==> config.mk <==
export PLATFORM = sky130hd
export DESIGN_NAME = tgq_guard_qual
export DESIGN_NICKNAME = d
export VERILOG_FILES = /design/src/rtl/tgq_pkg.sv /design/src/rtl/tgq_sel_decode.sv /design/src/rtl/tgq_guard_timer.sv /design/src/rtl/tgq_change_pulse.sv /design/src/rtl/tgq_guard_qual.sv
export SDC_FILE = /design/constraint.sdc
export NUM_CORES = 1
export LEC_CHECK = 0
export ABC_CLOCK_PERIOD_IN_PS = 6200
export BUFFER_PORTS_ARGS = -buffer_cell sky130_fd_sc_hd__buf_2
export CORE_MARGIN = 4
export CORE_UTILIZATION = 47
export DETAILED_ROUTE_END_ITERATION = 8
export GPL_TIMING_DRIVEN = 0
export HOLD_SLACK_MARGIN = 0.06
export PLACE_DENSITY_LB_ADDON = 0.1
export SETUP_SLACK_MARGIN = 0.15
export SLEW_MARGIN = 25
export SYNTH_ARGS = -nofsm -noshare
export SYNTH_HDL_FRONTEND = slang
export SYNTH_SLANG_ARGS = --single-unit
==> constraint.sdc <==
create_clock -name clk -period 6.2 [get_ports clk]
set_clock_uncertainty 0.2 [all_clocks]
set_input_delay 0.62 -clock clk [delete_from_list [all_inputs] [get_ports clk]]
set_output_delay 0.62 -clock clk [all_outputs]
set_load 0.02 [all_outputs]
==> src/rtl/tgq_pkg.sv <==
package tgq_pkg;

   typedef enum logic [1:0] {
      TSEL_RSVD = 2'b00,
      TSEL_A    = 2'b01,
      TSEL_B    = 2'b10,
      TSEL_C    = 2'b11
   } tgq_sel_e;

   function automatic int tgq_max2(input int a, input int b);
      return (a > b) ? a : b;
   endfunction

   function automatic int tgq_max6(input int a, input int b, input int c,
                                   input int d, input int e, input int f);
      return tgq_max2(tgq_max2(tgq_max2(a, b), tgq_max2(c, d)), tgq_max2(e, f));
   endfunction

endpackage

==> src/rtl/tgq_sel_decode.sv <==
module tgq_sel_decode
   import tgq_pkg::*;
#(
   parameter int CNT_W   = 6,
   parameter int ON_A    = 20,
   parameter int OFF_A   = 20,
   parameter int ON_B    = 30,
   parameter int OFF_B   = 30,
   parameter int ON_C    = 40,
   parameter int OFF_C   = 20
) (
   input  logic [1:0]       time_sel,
   output logic [CNT_W-1:0] on_lim,
   output logic [CNT_W-1:0] off_lim,
   output logic             qual_en
);

   localparam logic [CNT_W-1:0] L_ON_A  = CNT_W'(ON_A);
   localparam logic [CNT_W-1:0] L_OFF_A = CNT_W'(OFF_A);
   localparam logic [CNT_W-1:0] L_ON_B  = CNT_W'(ON_B);
   localparam logic [CNT_W-1:0] L_OFF_B = CNT_W'(OFF_B);
   localparam logic [CNT_W-1:0] L_ON_C  = CNT_W'(ON_C);
   localparam logic [CNT_W-1:0] L_OFF_C = CNT_W'(OFF_C);

   tgq_sel_e sel_e;
   assign sel_e = tgq_sel_e'(time_sel);

   always_comb begin
      on_lim  = '0;
      off_lim = '0;
      qual_en = 1'b0;
      unique case (sel_e)
         TSEL_A: begin on_lim = L_ON_A; off_lim = L_OFF_A; qual_en = 1'b1; end
         TSEL_B: begin on_lim = L_ON_B; off_lim = L_OFF_B; qual_en = 1'b1; end
         TSEL_C: begin on_lim = L_ON_C; off_lim = L_OFF_C; qual_en = 1'b1; end
         default: begin on_lim = '0; off_lim = '0; qual_en = 1'b0; end
      endcase
   end

endmodule

==> src/rtl/tgq_guard_timer.sv <==
module tgq_guard_timer #(
   parameter int CNT_W = 6
) (
   input  logic             clk,
   input  logic             rst_n,
   input  logic             ms_tick,
   input  logic             raw_valid,
   input  logic             qual_en,
   input  logic [CNT_W-1:0] on_lim,
   input  logic [CNT_W-1:0] off_lim,
   output logic             dv_on,
   output logic             dv_on_nxt
);

   logic [CNT_W-1:0] cnt_q, cnt_nxt, cnt_inc;
   logic             hit;

   assign cnt_inc = cnt_q + 1'b1;
   assign hit     = ms_tick && (cnt_inc >= (dv_on ? off_lim : on_lim));

   always_comb begin
      cnt_nxt   = cnt_q;
      dv_on_nxt = dv_on;
      if (!qual_en) begin
         cnt_nxt   = '0;
         dv_on_nxt = 1'b0;
      end else if (dv_on == raw_valid) begin
         // state agrees with the input: nothing to time
         cnt_nxt = '0;
      end else if (ms_tick) begin
         if (hit) begin
            cnt_nxt   = '0;
            dv_on_nxt = raw_valid;
         end else begin
            cnt_nxt = cnt_inc;
         end
      end
   end

   always_ff @(posedge clk or negedge rst_n) begin
      if (!rst_n) begin
         cnt_q <= '0;
         dv_on <= 1'b0;
      end else begin
         cnt_q <= cnt_nxt;
         dv_on <= dv_on_nxt;
      end
   end

endmodule

==> src/rtl/tgq_change_pulse.sv <==
module tgq_change_pulse #(
   parameter int DIG_W       = 4,
   parameter int PULSE_TICKS = 1
) (
   input  logic             clk,
   input  logic             rst_n,
   input  logic             ms_tick,
   input  logic             raw_valid,
   input  logic [DIG_W-1:0] digit_in,
   output logic             td_n
);

   localparam int PW = (PULSE_TICKS < 1) ? 1 : $clog2(PULSE_TICKS + 1);

   logic             prev_v;
   logic [DIG_W-1:0] prev_d;
   logic             chg;
   logic             pulse_nxt;

   assign chg = raw_valid && prev_v && (digit_in != prev_d);

   always_ff @(posedge clk or negedge rst_n) begin
      if (!rst_n) begin
         prev_v <= 1'b0;
         prev_d <= '0;
      end else begin
         prev_v <= raw_valid;
         prev_d <= digit_in;
      end
   end

   generate
      if (PULSE_TICKS == 0) begin : g_single_clk
         assign pulse_nxt = chg;
      end else begin : g_tick_count
         logic [PW-1:0] pcnt_q, pcnt_nxt;
         always_comb begin
            pcnt_nxt = pcnt_q;
            if (!raw_valid)                pcnt_nxt = '0;
            else if (chg)                  pcnt_nxt = PW'(PULSE_TICKS);
            else if (ms_tick && pcnt_q != '0) pcnt_nxt = pcnt_q - 1'b1;
         end
         always_ff @(posedge clk or negedge rst_n) begin
            if (!rst_n) pcnt_q <= '0;
            else        pcnt_q <= pcnt_nxt;
         end
         assign pulse_nxt = (pcnt_nxt != '0);
      end
   endgenerate

   always_ff @(posedge clk or negedge rst_n) begin
      if (!rst_n) td_n <= 1'b1;
      else        td_n <= !raw_valid || pulse_nxt;
   end

endmodule

==> src/rtl/tgq_guard_qual.sv <==
module tgq_guard_qual
   import tgq_pkg::*;
#(
   parameter int DIG_W       = 4,
   parameter int PULSE_TICKS = 1,
   parameter int ON_A        = 20,
   parameter int OFF_A       = 20,
   parameter int ON_B        = 30,
   parameter int OFF_B       = 30,
   parameter int ON_C        = 40,
   parameter int OFF_C       = 20
) (
   input  logic             clk,
   input  logic             rst_n,
   input  logic             ms_tick,
   input  logic             raw_valid,
   input  logic [DIG_W-1:0] digit_in,
   input  logic [1:0]       time_sel,
   output logic             td_n,
   output logic             dv_n,
   output logic [DIG_W-1:0] digit_q
);

   localparam int MAX_LIM = tgq_max6(ON_A, OFF_A, ON_B, OFF_B, ON_C, OFF_C);
   localparam int CNT_W   = $clog2(MAX_LIM + 1);

   generate
      if (DIG_W < 1) begin : g_bad_dig
         $error("tgq_guard_qual: DIG_W must be at least 1");
      end
      if (PULSE_TICKS < 0) begin : g_bad_pulse
         $error("tgq_guard_qual: PULSE_TICKS must not be negative");
      end
      if (ON_A < 1 || OFF_A < 1 || ON_B < 1 || OFF_B < 1 || ON_C < 1 || OFF_C < 1)
      begin : g_bad_lim
         $error("tgq_guard_qual: every guard limit must be at least one tick");
      end
   endgenerate

   logic [CNT_W-1:0] on_lim, off_lim;
   logic             qual_en;
   logic             dv_on, dv_on_nxt;

   tgq_sel_decode #(
      .CNT_W(CNT_W),
      .ON_A(ON_A), .OFF_A(OFF_A),
      .ON_B(ON_B), .OFF_B(OFF_B),
      .ON_C(ON_C), .OFF_C(OFF_C)
   ) u_sel (
      .time_sel(time_sel),
      .on_lim  (on_lim),
      .off_lim (off_lim),
      .qual_en (qual_en)
   );

   tgq_guard_timer #(
      .CNT_W(CNT_W)
   ) u_timer (
      .clk      (clk),
      .rst_n    (rst_n),
      .ms_tick  (ms_tick),
      .raw_valid(raw_valid),
      .qual_en  (qual_en),
      .on_lim   (on_lim),
      .off_lim  (off_lim),
      .dv_on    (dv_on),
      .dv_on_nxt(dv_on_nxt)
   );

   tgq_change_pulse #(
      .DIG_W      (DIG_W),
      .PULSE_TICKS(PULSE_TICKS)
   ) u_pulse (
      .clk      (clk),
      .rst_n    (rst_n),
      .ms_tick  (ms_tick),
      .raw_valid(raw_valid),
      .digit_in (digit_in),
      .td_n     (td_n)
   );

   always_ff @(posedge clk or negedge rst_n) begin
      if (!rst_n)                      digit_q <= '0;
      else if (dv_on_nxt && raw_valid) digit_q <= digit_in;
   end

   assign dv_n = !dv_on;

endmodule

# ---- Yosys cells after proc, flatten, opt, wreduce, memory -nomap -nowiden
# Index checks and enable logic that the tools add are counted.
# W data, S select, Z words.
dict set report op_classes {
  n_addsub 2
  n_lt_le_gt_ge 1
  mux 15
  eq_ne 6
  n_reduce_logical 10
}
# cell n
set ops {}
lappend ops {{$mux W6} 5}
lappend ops {{$pmux W6 S3} 1}
lappend ops {{$pmux W5 S2} 1}
lappend ops {{$mux W1} 8}
lappend ops {{$add A6 B1 Y6 const B} 1}
lappend ops {{$ge A6 B6 Y1} 1}
lappend ops {{$logic_and A1 B1 Y1} 5}
lappend ops {{$eq A2 B2 Y1 const B} 2}
lappend ops {{$ne A4 B4 Y1} 1}
lappend ops {{$ne A3 B3 Y1 const B} 1}
lappend ops {{$reduce_or A3 Y1} 1}
lappend ops {{$eq A2 B1 Y1 const B} 1}
lappend ops {{$logic_not A1 Y1} 2}
lappend ops {{$reduce_or A2 Y1} 1}
lappend ops {{$eq A1 B1 Y1} 1}
lappend ops {{$logic_or A1 B1 Y1} 1}
lappend ops {{$sub A1 B1 Y1 const B} 1}
dict set report totals {
  input_bits 10
  elab_cells 41
  output_inout_bits 6
  register_bits 18
}

# ---- Depth between registers and ports, before layout
dict set report depth {
  depth_word 11
  ltp_mapped 10
  mapped_depth_nobuf 9
}

# ---- Hierarchy
# A second synthesis with hierarchy kept.
dict set report unflattened {
  cells_unflattened 97
  area_unflattened_um2 1103.6
}
# mod instances cells_per_inst area_per_inst_um2 seq_area_each_um2
set modules_own_cells {}
lappend modules_own_cells {tgq_guard_timer 1 56 568.0 175.2}
lappend modules_own_cells {tgq_change_pulse 1 15 246.5 176.4}
lappend modules_own_cells {tgq_guard_qual 1 10 170.2 100.1}
lappend modules_own_cells {tgq_sel_decode 1 16 118.9 0.0}

# ---- Worst setup path before layout
# No wires, ideal clock.
dict set report synth_timing {
  kind {flip-flop to flip-flop}
  start {reg u_timer.cnt_q[2]}
  end {reg digit_q[0]}
  n_path_buf 0
  path_stages_with_launch 9
  setup_slack_ps 3619
  arrival_time_ps 2256
  period_less_slack_ps 2581
  path_cell_list {dfrtp_1 -> nand3_1 -> o21a_1 -> or2_2 -> ha_1 -> nand2_1 -> o221a_2 -> o21ai_4 -> mux2_2}
}
dict set report synth_via {
  elab_chain_len 8
}
# item line_no
set synth_rtl {}
lappend synth_rtl {{start, declared} tgq_guard_timer.sv:15} ;# logic [CNT_W-1:0] cnt_q, cnt_nxt, cnt_inc;
lappend synth_rtl {{start signal, assigned} tgq_guard_timer.sv:45} ;# cnt_q <= cnt_nxt;
lappend synth_rtl {{$add A6 B1 Y6} tgq_guard_timer.sv:18} ;# assign cnt_inc = cnt_q + 1'b1;
lappend synth_rtl {{$ge A6 B6 Y1} tgq_guard_timer.sv:19} ;# assign hit = ms_tick && (cnt_inc >= (dv_on ? off_lim : on_lim));
lappend synth_rtl {{$logic_and A1 B1 Y1} tgq_guard_timer.sv:19}
lappend synth_rtl {{$mux W1} tgq_guard_timer.sv:31} ;# if (hit) begin
lappend synth_rtl {{$mux W1} tgq_guard_timer.sv:30} ;# end else if (ms_tick) begin
lappend synth_rtl {{$mux W1} tgq_guard_timer.sv:27} ;# end else if (dv_on == raw_valid) begin
lappend synth_rtl {{$mux W1} tgq_guard_timer.sv:24} ;# if (!qual_en) begin
lappend synth_rtl {{$logic_and A1 B1 Y1} tgq_guard_qual.sv:84} ;# else if (dv_on_nxt && raw_valid) digit_q <= digit_in;
lappend synth_rtl {{end signal, assigned} tgq_guard_qual.sv:84}
lappend synth_rtl {{end, declared} tgq_guard_qual.sv:21} ;# output logic [DIG_W-1:0] digit_q
# No other way between the ends.
# A chain may end at the register's enable or synchronous reset.

# ---- Final worst setup path
dict set report layout_timing {
  start {reg u_timer.cnt_q[2]}
  end {reg digit_q[3]}
}
# Same word-level chain as after synthesis.

==> impl_metrics.env <==
export IMPL_status="finished clean"
export IMPL_synth_avg_cell_area_um2=10.6
export IMPL_rsz0062_at_grt="false"
export IMPL_period_share_pct=45.0
export IMPL_setup_viol=0
export IMPL_crit_type="flip-flop to flip-flop"
export IMPL_clock_latency_ps=290
export IMPL_min_path_type="primary input to flip-flop"
export IMPL_synth_area_leaders="dfrtp_1, ha_1, mux2_2"
export IMPL_ys_seq_elements=18
export IMPL_cts_path_max_buffers=2
export IMPL_n_antenna_cell=0
export IMPL_post_cts_repair_setup_buffers=0
export IMPL_max_cap_viol_count=0
export IMPL_critPathCaptureType="flip-flop"
export IMPL_antenna_found_initial=0
export IMPL_worstPathArrival_ps=2770
export IMPL_grt_max_degree=19
export IMPL_wire_per_inst_um=12.9
export IMPL_slowest_delay_ps=450
export IMPL_crit_path_top_delay_cell="dfrtp_1"
export IMPL_floorplan_io_pins=16
export IMPL_crit_chain="nand3_1, o21a_1, or2_2, ha_1, nand4_1, o221a_2, o21ai_4, mux2_2"
export IMPL_die_w_um=54.3
export IMPL_cts_sinks=18
export IMPL_ff2ff_setup_slack_ps=3410
export IMPL_drt_initial_drc_count=10
export IMPL_core_mm2=0.00200
export IMPL_postRouteWirelength_um=1830
export IMPL_yosysTopAreaCell="dfrtp_1"
export IMPL_r2r_end="digit_q[3]"
export IMPL_die_area_mm2=0.00294
export IMPL_crit_start="u_timer.cnt_q[2]"
export IMPL_fp_dieH_um=54.3
export IMPL_netlist_area_mm2=0.00101
export IMPL_remaining_drc_errors=0
export IMPL_max_vdd_ir_drop_mv=0.212
export IMPL_critPathMaxFanout=6
export IMPL_grt_first_pass_wirelength_um=3060
export IMPL_drtPass1Iterations=4
export IMPL_syn_num_nets=115
export IMPL_num_nets_final=136
export IMPL_max_freq_ghz=0.358
export IMPL_crit_required_ps=6180
export IMPL_post_dp_hpwl_um=1410
export IMPL_place_port_buffers=15
export IMPL_crit_path_end="digit_q[3]"
export IMPL_grt_usage_pct=14.1
export IMPL_ctsRootBufferMaster="clkbuf_4"
export IMPL_cts_tree="done"
export IMPL_drive_above_1_share_pct=24.3
export IMPL_tns_ps=0
export IMPL_syn_to_final_growth_pct=14.4
export IMPL_timing_rr_start="u_timer.cnt_q[2]"
export IMPL_cp_start_kind="flip-flop"
export IMPL_yosys_warnings=0
export IMPL_r2r_cells=8
export IMPL_relSlewSlack_pct=73.0
export IMPL_rows=16
export IMPL_slew_viol_final=0
export IMPL_grt_pass1_vias=711
export IMPL_routed_via_density=5.33
export IMPL_place_gp_congestion=0.735
export IMPL_overflow=0
export IMPL_path_clk_slew_ps=100
export IMPL_p_leak_nw=0.521
export IMPL_cts_resized=0
export IMPL_final_min_clock_period_ps=2790
export IMPL_start_util_pct=50.3
export IMPL_pwr_density_cell_mw_per_mm2=251
export IMPL_worst_slew_pin_slew_ps=405
export IMPL_cts_hold_buf=1
export IMPL_final_hold_violation_count=0
export IMPL_drtAntennaViolNets=0
export IMPL_whs_ps=269
export IMPL_num_vias=757
export IMPL_syn_inst=95
export IMPL_cts_made_buffers=3
export IMPL_p_total_mw=0.288
export IMPL_yosys_area_top_type_share_pct=42.3
export IMPL_synth_seq_area_share_pct=44.9
export IMPL_ys_types=29
export IMPL_htreeDepth=1
## cell usage in the layout (no fill, tap or decap), types with 2 or more instances in the layout
cell,Yosys,routed
a21oi_1,7,7
a31oi_1,2,2
buf_2,0,15
clkbuf_4,0,3
dfrtp_1,17,17
ha_1,10,10
inv_1,4,4
mux2_2,5,5
nand2_1,14,14
nand3_1,5,5
nand3b_1,2,2
nand4_1,2,2
nor2b_1,2,2
nor3_1,2,2
xnor2_1,6,6
xor2_1,2,2
## state kept, by name, indices dropped and copies added, names as in the netlist
| register | cells |
|---|---|
| u_timer.cnt_q | 6 |
| digit_q | 4 |
| u_pulse.prev_d | 4 |
| u_pulse.g_tick_count.pcnt_q | 1 |
| u_pulse.prev_v | 1 |
| u_pulse.td_n | 1 |
| u_timer.dv_on | 1 |
## how the worst min path moves through the flow
stage / startpoint / endpoint / cells past startpoint / slack [ps]
2_1_floorplan: rst_n / digit_q[0] / 0 / 120
3_3_place_gp: u_pulse.g_tick_count.pcnt_q / u_pulse.td_n / 2 / 260
3_5_place_dp: u_pulse.g_tick_count.pcnt_q / u_pulse.td_n / 2 / 280
4_1_cts: digit_in[1] / u_pulse.prev_d[1] / 1 / 260
5_1_grt: digit_in[1] / u_pulse.prev_d[1] / 1 / 260
6_report: digit_in[1] / u_pulse.prev_d[1] / 1 / 270
## critical path, delay by kind of cell (launching register included)
family          cells  cell delay [ps]
fa+ha+maj           1              320
mux                 1              350
flops               1              450
compound gates      3              760
simple gates        3              600
## power breakdown
group	leakage (nW)	internal, mW	switching, mW	total (mW)
registers	0.227	0.135	0.00875	0.144
clock network	0.0150	0.0250	0.0351	0.0601
logic	0.279	0.0354	0.0491	0.0845
total	0.521	0.195	0.0929	0.288
## synthesized netlist by cell type
master / instances
nand4b_1: 1
xor2_1: 2
o211ai_1: 1
ha_1: 10
dfrtp_1: 17
o21a_1: 1
mux2_2: 5
o221a_2: 1
a21boi_0: 1
a31oi_1: 2
buf_6: 1
nand2_1: 14
nor3_1: 2
nand2b_1: 1
inv_1: 4
dfstp_2: 1
a21oi_1: 7
or2_2: 1
o32ai_1: 1
o21ai_0: 1
xnor2_1: 6
nor2_1: 1
nor2b_1: 2
nand3_1: 5
a32oi_1: 1
o21ai_4: 1
nand4_1: 2
clkinv_1: 1
nand3b_1: 2
## cell families after synthesis
kind of cell	after synthesis	synth area share [%]
adder cells (fa/ha/maj)	10	12.4
flip-flops	18	44.9
multiplexers	5	5.60
AO/OA/AOI/OAI	17	11.9
buffers and inverters	6	2.98
XOR/XNOR	8	6.97
AND/OR/NAND/NOR	31	15.2
## layout make-up
type,instances,area [um^2]
flip-flops and latches,18,452
clock buffers,4,26.3
well taps,27,33.8
multi-input cells,71,524
repair buffers,16,85.1
plain buffers,1,11.3
inverters,5,18.8
fillers,180,851
## layer usage
| layer | GRT usage (%) | routed length (um) |
|---|---|---|
| met1 | 19.5 | 906 |
| met3 | 4.90 | 93 |
| met4 | 1.24 | 10 |
| met2 | 22.1 | 815 |
| met5 | 0 | 0 |
## through the flow
step                util (%)  setup slack [ps]  area [um^2]  instances
finish                  57.5              3410         1150        142
global route            57.5              3280         1150        142
CTS                     57.5              3400         1150        142
detailed placement      55.7              3320         1110        137
global placement        55.7              3370         1110        137
floorplan                  -              3620         1010         95
No activity file was read; power rests on OpenSTA's default activity.
